## src/rtl/wbuf_pkg.sv

```systemverilog
package wbuf_pkg;
  typedef enum logic [1:0] {
    RQ_READ  = 2'd0,
    RQ_STORE = 2'd1,
    RQ_RMW   = 2'd2,
    RQ_OTHER = 2'd3
  } rq_kind_e;

  function automatic logic goes_to_buffer(input logic [1:0] kind, input logic pf);
    return !pf && (kind == RQ_STORE || kind == RQ_RMW);
  endfunction
endpackage

```

## src/rtl/wbuf_fifo.sv

```systemverilog
module wbuf_fifo #(
  parameter int W     = 8,
  parameter int DEPTH = 32
) (
  input  logic         clk_i,
  input  logic         rst_ni,
  input  logic         push_i,
  input  logic [W-1:0] din_i,
  input  logic         pop_i,
  output logic [W-1:0] dout_o,
  output logic         empty_o,
  output logic         full_o
);
  localparam int PW = $clog2(DEPTH);
  localparam int CW = $clog2(DEPTH + 1);

  logic [W-1:0]  mem_q [DEPTH];
  logic [PW-1:0] rd_q, wr_q;
  logic [CW-1:0] cnt_q;

  function automatic logic [PW-1:0] bump(input logic [PW-1:0] p);
    return (p == PW'(DEPTH - 1)) ? '0 : p + 1'b1;
  endfunction

  assign empty_o = (cnt_q == '0);
  assign full_o  = (cnt_q == CW'(DEPTH));
  assign dout_o  = mem_q[rd_q];

  always_ff @(posedge clk_i or negedge rst_ni) begin
    if (!rst_ni) begin
      rd_q  <= '0;
      wr_q  <= '0;
      cnt_q <= '0;
    end else begin
      if (push_i) wr_q <= bump(wr_q);
      if (pop_i)  rd_q <= bump(rd_q);
      cnt_q <= cnt_q + CW'(push_i) - CW'(pop_i);
    end
  end

  always_ff @(posedge clk_i) begin
    if (push_i) mem_q[wr_q] <= din_i;
  end
endmodule

```

## src/rtl/wbuf_store.sv

```systemverilog
module wbuf_store #(
  parameter int AW     = 32,
  parameter int DW     = 32,
  parameter int DEPTH  = 8,
  parameter int L1_OFS = 5,
  parameter int L2_OFS = 7
) (
  input  logic                         clk_i,
  input  logic                         rst_ni,
  input  logic                         push_i,
  input  logic [AW-1:0]                push_addr_i,
  input  logic [DW-1:0]                push_data_i,
  input  logic                         push_rmw_i,
  input  logic                         pop_i,
  input  logic [AW-1:0]                look_addr_i,
  input  logic                         snoop_valid_i,
  input  logic [AW-1:0]                snoop_addr_i,
  output logic [AW-1:0]                head_addr_o,
  output logic [DW-1:0]                head_data_o,
  output logic                         head_rmw_o,
  output logic [$clog2(DEPTH+1)-1:0]   cnt_o,
  output logic                         look_hit_o,
  output logic                         snoop_hit_o,
  output logic [$clog2(DEPTH+1)-1:0]   cohe_cnt_o
);
  localparam int PW = $clog2(DEPTH);
  localparam int CW = $clog2(DEPTH + 1);
  localparam logic [AW-1:0] L1_MASK = {AW{1'b1}} << L1_OFS;
  localparam logic [AW-1:0] L2_MASK = {AW{1'b1}} << L2_OFS;

  logic [AW-1:0] addr_q [DEPTH];
  logic [DW-1:0] data_q [DEPTH];
  logic [DEPTH-1:0] rmw_q, mark_q, live;
  logic [PW-1:0] head_q, tail_q;
  logic [CW-1:0] cnt_q, cohe_q;
  logic [PW-1:0] sn_idx;
  logic          sn_found;
  logic [DEPTH-1:0] l1_eq;

  function automatic logic [PW-1:0] bump(input logic [PW-1:0] p);
    return (p == PW'(DEPTH - 1)) ? '0 : p + 1'b1;
  endfunction

  // entries still present after this cycle's drain
  for (genvar i = 0; i < DEPTH; i++) begin : g_ent
    logic [PW-1:0] age;
    assign age      = PW'(i) - head_q;
    assign live[i]  = (CW'(age) < cnt_q) && !(pop_i && PW'(i) == head_q);
    assign l1_eq[i] = live[i] && (((addr_q[i] ^ look_addr_i) & L1_MASK) == '0);
  end

  assign look_hit_o = |l1_eq;

  // oldest live entry in the snooped second-level block
  always_comb begin
    sn_found = 1'b0;
    sn_idx   = '0;
    for (int k = 0; k < DEPTH; k++) begin
      if (!sn_found && live[head_q + PW'(k)] &&
          (((addr_q[head_q + PW'(k)] ^ snoop_addr_i) & L2_MASK) == '0)) begin
        sn_found = 1'b1;
        sn_idx   = head_q + PW'(k);
      end
    end
  end

  logic sn_new, mark_drop;
  assign snoop_hit_o = snoop_valid_i && sn_found;
  assign sn_new      = snoop_hit_o && !mark_q[sn_idx];
  assign mark_drop   = pop_i && mark_q[head_q];

  assign head_addr_o = addr_q[head_q];
  assign head_data_o = data_q[head_q];
  assign head_rmw_o  = rmw_q[head_q];
  assign cnt_o       = cnt_q;
  assign cohe_cnt_o  = cohe_q;

  always_ff @(posedge clk_i or negedge rst_ni) begin
    if (!rst_ni) begin
      head_q <= '0;
      tail_q <= '0;
      cnt_q  <= '0;
      cohe_q <= '0;
      mark_q <= '0;
    end else begin
      if (pop_i) begin
        head_q         <= bump(head_q);
        mark_q[head_q] <= 1'b0;
      end
      if (snoop_hit_o) mark_q[sn_idx] <= 1'b1;
      if (push_i) begin
        tail_q         <= bump(tail_q);
        mark_q[tail_q] <= 1'b0;
      end
      cnt_q  <= cnt_q + CW'(push_i) - CW'(pop_i);
      cohe_q <= cohe_q + CW'(sn_new) - CW'(mark_drop);
    end
  end

  always_ff @(posedge clk_i) begin
    if (push_i) begin
      addr_q[tail_q] <= push_addr_i;
      data_q[tail_q] <= push_data_i;
      rmw_q[tail_q]  <= push_rmw_i;
    end
  end
endmodule

```

## src/rtl/l1_write_buffer.sv

```systemverilog
module l1_write_buffer
  import wbuf_pkg::*;
#(
  parameter int AW       = 32,
  parameter int DW       = 32,
  parameter int WB_DEPTH = 8,
  parameter int IQ_DEPTH = 32,
  parameter int L1_OFS   = 5,
  parameter int L2_OFS   = 7,
  parameter int CNT_W    = 16
) (
  input  logic                          clk_i,
  input  logic                          rst_ni,
  input  logic                          req_valid_i,
  output logic                          req_ready_o,
  input  logic [1:0]                    req_kind_i,
  input  logic                          req_pf_i,
  input  logic [AW-1:0]                 req_addr_i,
  input  logic [DW-1:0]                 req_data_i,
  input  logic [1:0]                    l2_space_i,
  output logic                          l2_wr_valid_o,
  output logic                          l2_wr_rmw_o,
  output logic [AW-1:0]                 l2_wr_addr_o,
  output logic [DW-1:0]                 l2_wr_data_o,
  output logic                          l2_rd_valid_o,
  output logic [1:0]                    l2_rd_kind_o,
  output logic                          l2_rd_pf_o,
  output logic [AW-1:0]                 l2_rd_addr_o,
  output logic [DW-1:0]                 l2_rd_data_o,
  input  logic                          snoop_valid_i,
  input  logic [AW-1:0]                 snoop_addr_i,
  output logic                          snoop_hit_o,
  output logic [$clog2(WB_DEPTH+1)-1:0] occ_o,
  output logic [$clog2(WB_DEPTH+1)-1:0] cohe_cnt_o,
  output logic [CNT_W-1:0]              stall_full_o,
  output logic [CNT_W-1:0]              stall_match_o
);
  localparam int IQ_W  = AW + DW + 3;
  localparam int OCC_W = $clog2(WB_DEPTH + 1);

  logic [IQ_W-1:0] iq_din, iq_dout;
  logic            iq_empty, iq_full, iq_push, iq_pop;
  logic [1:0]      hd_kind;
  logic            hd_pf;
  logic [AW-1:0]   hd_addr;
  logic [DW-1:0]   hd_data;

  assign iq_din      = {req_kind_i, req_pf_i, req_addr_i, req_data_i};
  assign iq_push     = req_valid_i && !iq_full;
  assign req_ready_o = !iq_full;
  assign {hd_kind, hd_pf, hd_addr, hd_data} = iq_dout;

  wbuf_fifo #(.W(IQ_W), .DEPTH(IQ_DEPTH)) u_inq (
    .clk_i, .rst_ni,
    .push_i(iq_push), .din_i(iq_din),
    .pop_i(iq_pop), .dout_o(iq_dout),
    .empty_o(iq_empty), .full_o(iq_full)
  );

  logic             drain, wr_take, rd_fwd, rd_room, look_hit;
  logic             hd_valid, hd_is_wr;
  logic [OCC_W-1:0] st_cnt;

  assign hd_valid = !iq_empty;
  assign hd_is_wr = goes_to_buffer(hd_kind, hd_pf);

  // drain owns the first free slot; a read takes what is left
  assign drain   = (st_cnt != '0) && (l2_space_i != 2'd0);
  assign rd_room = (l2_space_i >= 2'd2) || (l2_space_i == 2'd1 && !drain);
  assign wr_take = hd_valid && hd_is_wr && ((st_cnt != OCC_W'(WB_DEPTH)) || drain);
  assign rd_fwd  = hd_valid && !hd_is_wr && !look_hit && rd_room;
  assign iq_pop  = wr_take || rd_fwd;

  wbuf_store #(
    .AW(AW), .DW(DW), .DEPTH(WB_DEPTH), .L1_OFS(L1_OFS), .L2_OFS(L2_OFS)
  ) u_store (
    .clk_i, .rst_ni,
    .push_i(wr_take), .push_addr_i(hd_addr), .push_data_i(hd_data),
    .push_rmw_i(hd_kind == RQ_RMW),
    .pop_i(drain), .look_addr_i(hd_addr),
    .snoop_valid_i, .snoop_addr_i,
    .head_addr_o(l2_wr_addr_o), .head_data_o(l2_wr_data_o), .head_rmw_o(l2_wr_rmw_o),
    .cnt_o(st_cnt), .look_hit_o(look_hit), .snoop_hit_o,
    .cohe_cnt_o
  );

  assign l2_wr_valid_o = drain;
  assign l2_rd_valid_o = rd_fwd;
  assign l2_rd_kind_o  = hd_kind;
  assign l2_rd_pf_o    = hd_pf;
  assign l2_rd_addr_o  = hd_addr;
  assign l2_rd_data_o  = hd_data;
  assign occ_o         = st_cnt;

  logic full_hold, match_hold;
  assign full_hold  = hd_valid && hd_is_wr && !wr_take;
  assign match_hold = hd_valid && !hd_is_wr && look_hit;

  always_ff @(posedge clk_i or negedge rst_ni) begin
    if (!rst_ni) begin
      stall_full_o  <= '0;
      stall_match_o <= '0;
    end else begin
      if (full_hold && stall_full_o != '1)   stall_full_o  <= stall_full_o + 1'b1;
      if (match_hold && stall_match_o != '1) stall_match_o <= stall_match_o + 1'b1;
    end
  end
endmodule

```

## config.mk

```make
export PLATFORM = sky130hd
export DESIGN_NAME = l1_write_buffer
export DESIGN_NICKNAME = d
export VERILOG_FILES = /design/src/rtl/wbuf_pkg.sv /design/src/rtl/wbuf_fifo.sv /design/src/rtl/wbuf_store.sv /design/src/rtl/l1_write_buffer.sv
export SDC_FILE = /design/constraint.sdc
export NUM_CORES = 2
export LEC_CHECK = 0
export BUFFER_PORTS_ARGS = -buffer_cell sky130_fd_sc_hd__buf_2
export CORE_MARGIN = 2
export CORE_UTILIZATION = 60
export CTS_BUF_LIST = sky130_fd_sc_hd__clkbuf_4
export DETAILED_ROUTE_END_ITERATION = 10
export PLACE_DENSITY = 0.77
export SETUP_SLACK_MARGIN = 0.2
export SYNTH_ARGS = -nofsm -noshare
export SYNTH_HDL_FRONTEND = slang
export SYNTH_HIERARCHICAL = 1
export SYNTH_SLANG_ARGS = --single-unit
```

## constraint.sdc

```tcl
create_clock -name clk_i -period 24.8 [get_ports clk_i]
set_input_delay 3.72 -clock clk_i [delete_from_list [all_inputs] [get_ports clk_i]]
set_output_delay 3.72 -clock clk_i [all_outputs]
set_load 0.02 [all_outputs]
```

==> flow_summary_export.csv <==
group,metric,value,unit
critical_path,slowest_delay,0.95,ns
sta,maxSlewViolCount,0,
global_route,grt_max_degree,113,
floorplanning,coreArea,202000,um^2
sta,rsz0062_at_grt,"false",
global_route,grt_pass1_vias,72277,
finish,regArea,81800,um^2
outcome,status,"finished clean",
logic_synthesis,ys_seq_area_share,67.3,%
logic_synthesis,yosys-top-cells-area,"edfxtp_1, mux4_2, mux2i_1",
sta,timing.hold.ws,0.492,ns
critical_path,arrival,9.07,ns
critical_path,worst-path-buf-inv,6,
drt,drt_first_pass_iters,6,
clock_network,clkTransAtPathRegs,0.06,ns
worst_hold_path,whs_endpoint,"stall_match_o[6]",
logic_synthesis,synthArstFlopShare,2.56,%
logic_synthesis,synth_seq_cells,2734,
power_and_ir_drop,p_leak,45.4,nW
drt,dr_total_vias,73384,
clock_network,clk_path_buf_depth,4,
finish,mostFrequentLayoutCells,"edfxtp_1, clkbuf_4, mux4_2",
logic_synthesis,synth.cell_area,121000,um^2
finish,nets,7526,
logic_synthesis,syn_nets,6893,
placement,detailed_place_hpwl,228,mm
finish,layout-drive-gt1-share,32.5,%
logic_synthesis,synth.avg_cell_area,18.0,um^2
finish,final_common_cell,"edfxtp_1",
power_and_ir_drop,peakVddDrop,0.149,mV
critical_path,worstReg2RegStart,"u_store/head_q[1]",
logic_synthesis,yosys.area.top_type_share,65.8,%
drt,final_antenna_net_count,0,
sta,slew_headroom,5.74,%
critical_path,slowest_stage,"dfrtp_4",
critical_path,worstPathCellList,"inv_1 -> ha_4 -> buf_4 -> buf_12 -> nand2b_1 -> buf_4 -> o22ai_1 -> a221oi_1 -> xor2_1 -> a2111oi_0 -> buf_4 -> o311ai_0 -> or4b_1 -> nand3_1 -> o41a_1 -> buf_2",
drt,wirelength,380,mm
floorplanning,chipHeight,454,um
global_route,antenna_found_initial,35,
floorplanning,fp.dieW,454,um
logic_synthesis,ys_types,102,
sta,period_share,51.6,%
critical_path,start_kind,"flop",
critical_path,path_class,"flop to output port",
finish,multi_input_area,37300,um^2
sta,skew,0.114,ns
logic_synthesis,yosys_warnings,6,
sta,fmax,0.0782,GHz
clock_network,clk_latency,1.44,ns
logic_synthesis,synth_flop_cell,"edfxtp_1",
clock_network,postCtsSetupBuffers,0,
job,cap_violations,0,
logic_synthesis,synth_edf_count,2664,
critical_path,cp_common_cell,"buf_4",
floorplanning,io_pins,281,
drt,wl_per_cell,36.1,um
critical_path,ff2ff_path_depth,24,
critical_path,required,21.08,ns
finish,area.growth.synth_to_final,10.2,%
logic_synthesis,synth_top_cell_by_area,"edfxtp_1",
power_and_ir_drop,power_density,142,nW/um^2
critical_path,path_delay_family,"buffers and inverters",
sta,setup_viol,0,
global_route,overflow,0,
clock_network,cts_made_buffers,684,
finish,nFillCells,13163,
drt,avgViaCountPerCell,6.97,
placement,portBuffers,273,
sta,hold_viol,0,
worst_hold_path,worstHoldPathCells,1,
clock_network,ctsResizeCount,0,
critical_path,worst_setup_path_end_kind,"output port",
drt,drc,0,
critical_path,crit_fanout,61,
sta,tightest_slew,1.40,ns
clock_network,cts_tree,"done",
clock_network,htree_levels,6,
floorplanning,rows,165,
clock_network,cts_hold_buf,0,
floorplanning,initial_core_util,60.2,%
drt,drt-initial-drc-count,9986,
placement,routabilityCongestion,1.04,
worst_hold_path,hold_class,"flop to flop",
global_route,grt_pass1_wl,533,mm
logic_synthesis,synth_cells,6734,
worst_hold_path,worstHoldStart,"stall_match_o[6]",
sta,setup_tns,0,ns
clock_network,root_buffer,"clkbuf_4",
clock_network,cts.sinks,2734,
sta,finalCriticalPeriod,12.79,ns
global_route,grtUsageTotal,37.0,%
critical_path,rrSetupSlack,14.63,ns
critical_path,reg2reg_to,"u_store/cohe_cnt_o[2]",
floorplanning,die_area,206000,um^2
-- cell type report --
cell class | instances | area share, %
flip-flops and latches | 2734 | 61.1
repair buffers | 493 | 2.28
diodes | 17 | 0.0318
clock buffers | 975 | 5.46
well taps | 2672 | 2.50
multi-input cells | 3384 | 27.8
inverters | 70 | 0.201
clock inverters | 191 | 0.640
-- layer usage --
metal / up-vias / global-route usage, % / routed length [um]
met2: 5472 / 56.8 / 178000
met4: 22 / 20.9 / 23300
met1: 37517 / 48.8 / 134000
li1: 29366 / - / -
met5: - / 0 / 165
met3: 1007 / 8.91 / 45100
-- cells by family after synthesis --
kind of cell / share of synthesized area [%]
xor gates and xnor gates: 2.93
DFF: 67.3
and+or+nand+nor: 3.21
AOI/OAI and AO/OA: 4.54
muxes: 19.0
adders and majority gates: 0.575
buffers and inverters: 2.49
-- worst register-to-register path, delay by kind of cell, from the launching register on --
family | cells | cell delay [ns]
buf+inv | 6 | 2.57
flops | 1 | 0.95
simple gates | 5 | 1.63
compound gates | 7 | 2.38
xor+xnor | 2 | 0.67
fa+ha+maj | 4 | 1.81
-- cells in the mapped netlist, types with 70 or more instances --
library cell  count
a22oi_1          76
buf_2           145
dfrtp_1          70
nor2_1           83
mux2i_1         561
nor3_1          141
nand2_1         199
mux4_2          659
edfxtp_1       2664
xnor2_1         160
mux2_2          229
a221oi_1        144
clkbuf_1        245
o22ai_1         190
xor2_1          247
-- power by group --
part	internal, mW	switching [mW]
logic	3.29	5.88
registers	5.83	0.370
clock network	1.83	1.77
-- state kept, by name (all words and copies together) (netlist names) --
name                cells
u_inq/mem_q          2144
u_store/addr_q        256
u_store/data_q        256
stall_full_o           16
stall_match_o          16
u_store/mark_q          8
u_store/rmw_q           8
u_inq/cnt_q             6
u_inq/rd_q              5
u_inq/wr_q              5
u_store/cnt_o           4
u_store/cohe_cnt_o      4
u_store/head_q          3
u_store/tail_q          3
-- how the worst max path moves through the flow --
stage	start	to	slack (ns)	cells past startpoint
6_report	u_store/head_q[1]	snoop_hit_o	12.01	16
5_1_grt	u_store/head_q[1]	snoop_hit_o	11.71	15
4_1_cts	u_store/head_q[1]	l2_rd_valid_o	12.14	14
3_5_place_dp	u_store/head_q[1]	l2_rd_valid_o	13.75	14
3_3_place_gp	u_store/head_q[1]	l2_rd_valid_o	13.82	14
2_1_floorplan	l2_space_i[0]	snoop_hit_o	14.81	11
-- stage by stage --
step	cells	worst slack [ns]	total power, mW	cell area [um^2]	utilization (%)
5_1_grt	10532	11.71	19.5	134000	66.4
4_1_cts	10519	12.14	18.8	134000	66.4
3_3_place_gp	9353	13.82	15.1	126000	62.3
6_report	10536	12.01	19.0	134000	66.4
3_5_place_dp	9353	13.75	15.2	126000	62.3
2_1_floorplan	6734	14.81	11.9	121000	-
Power figures use the tool's default switching activity.
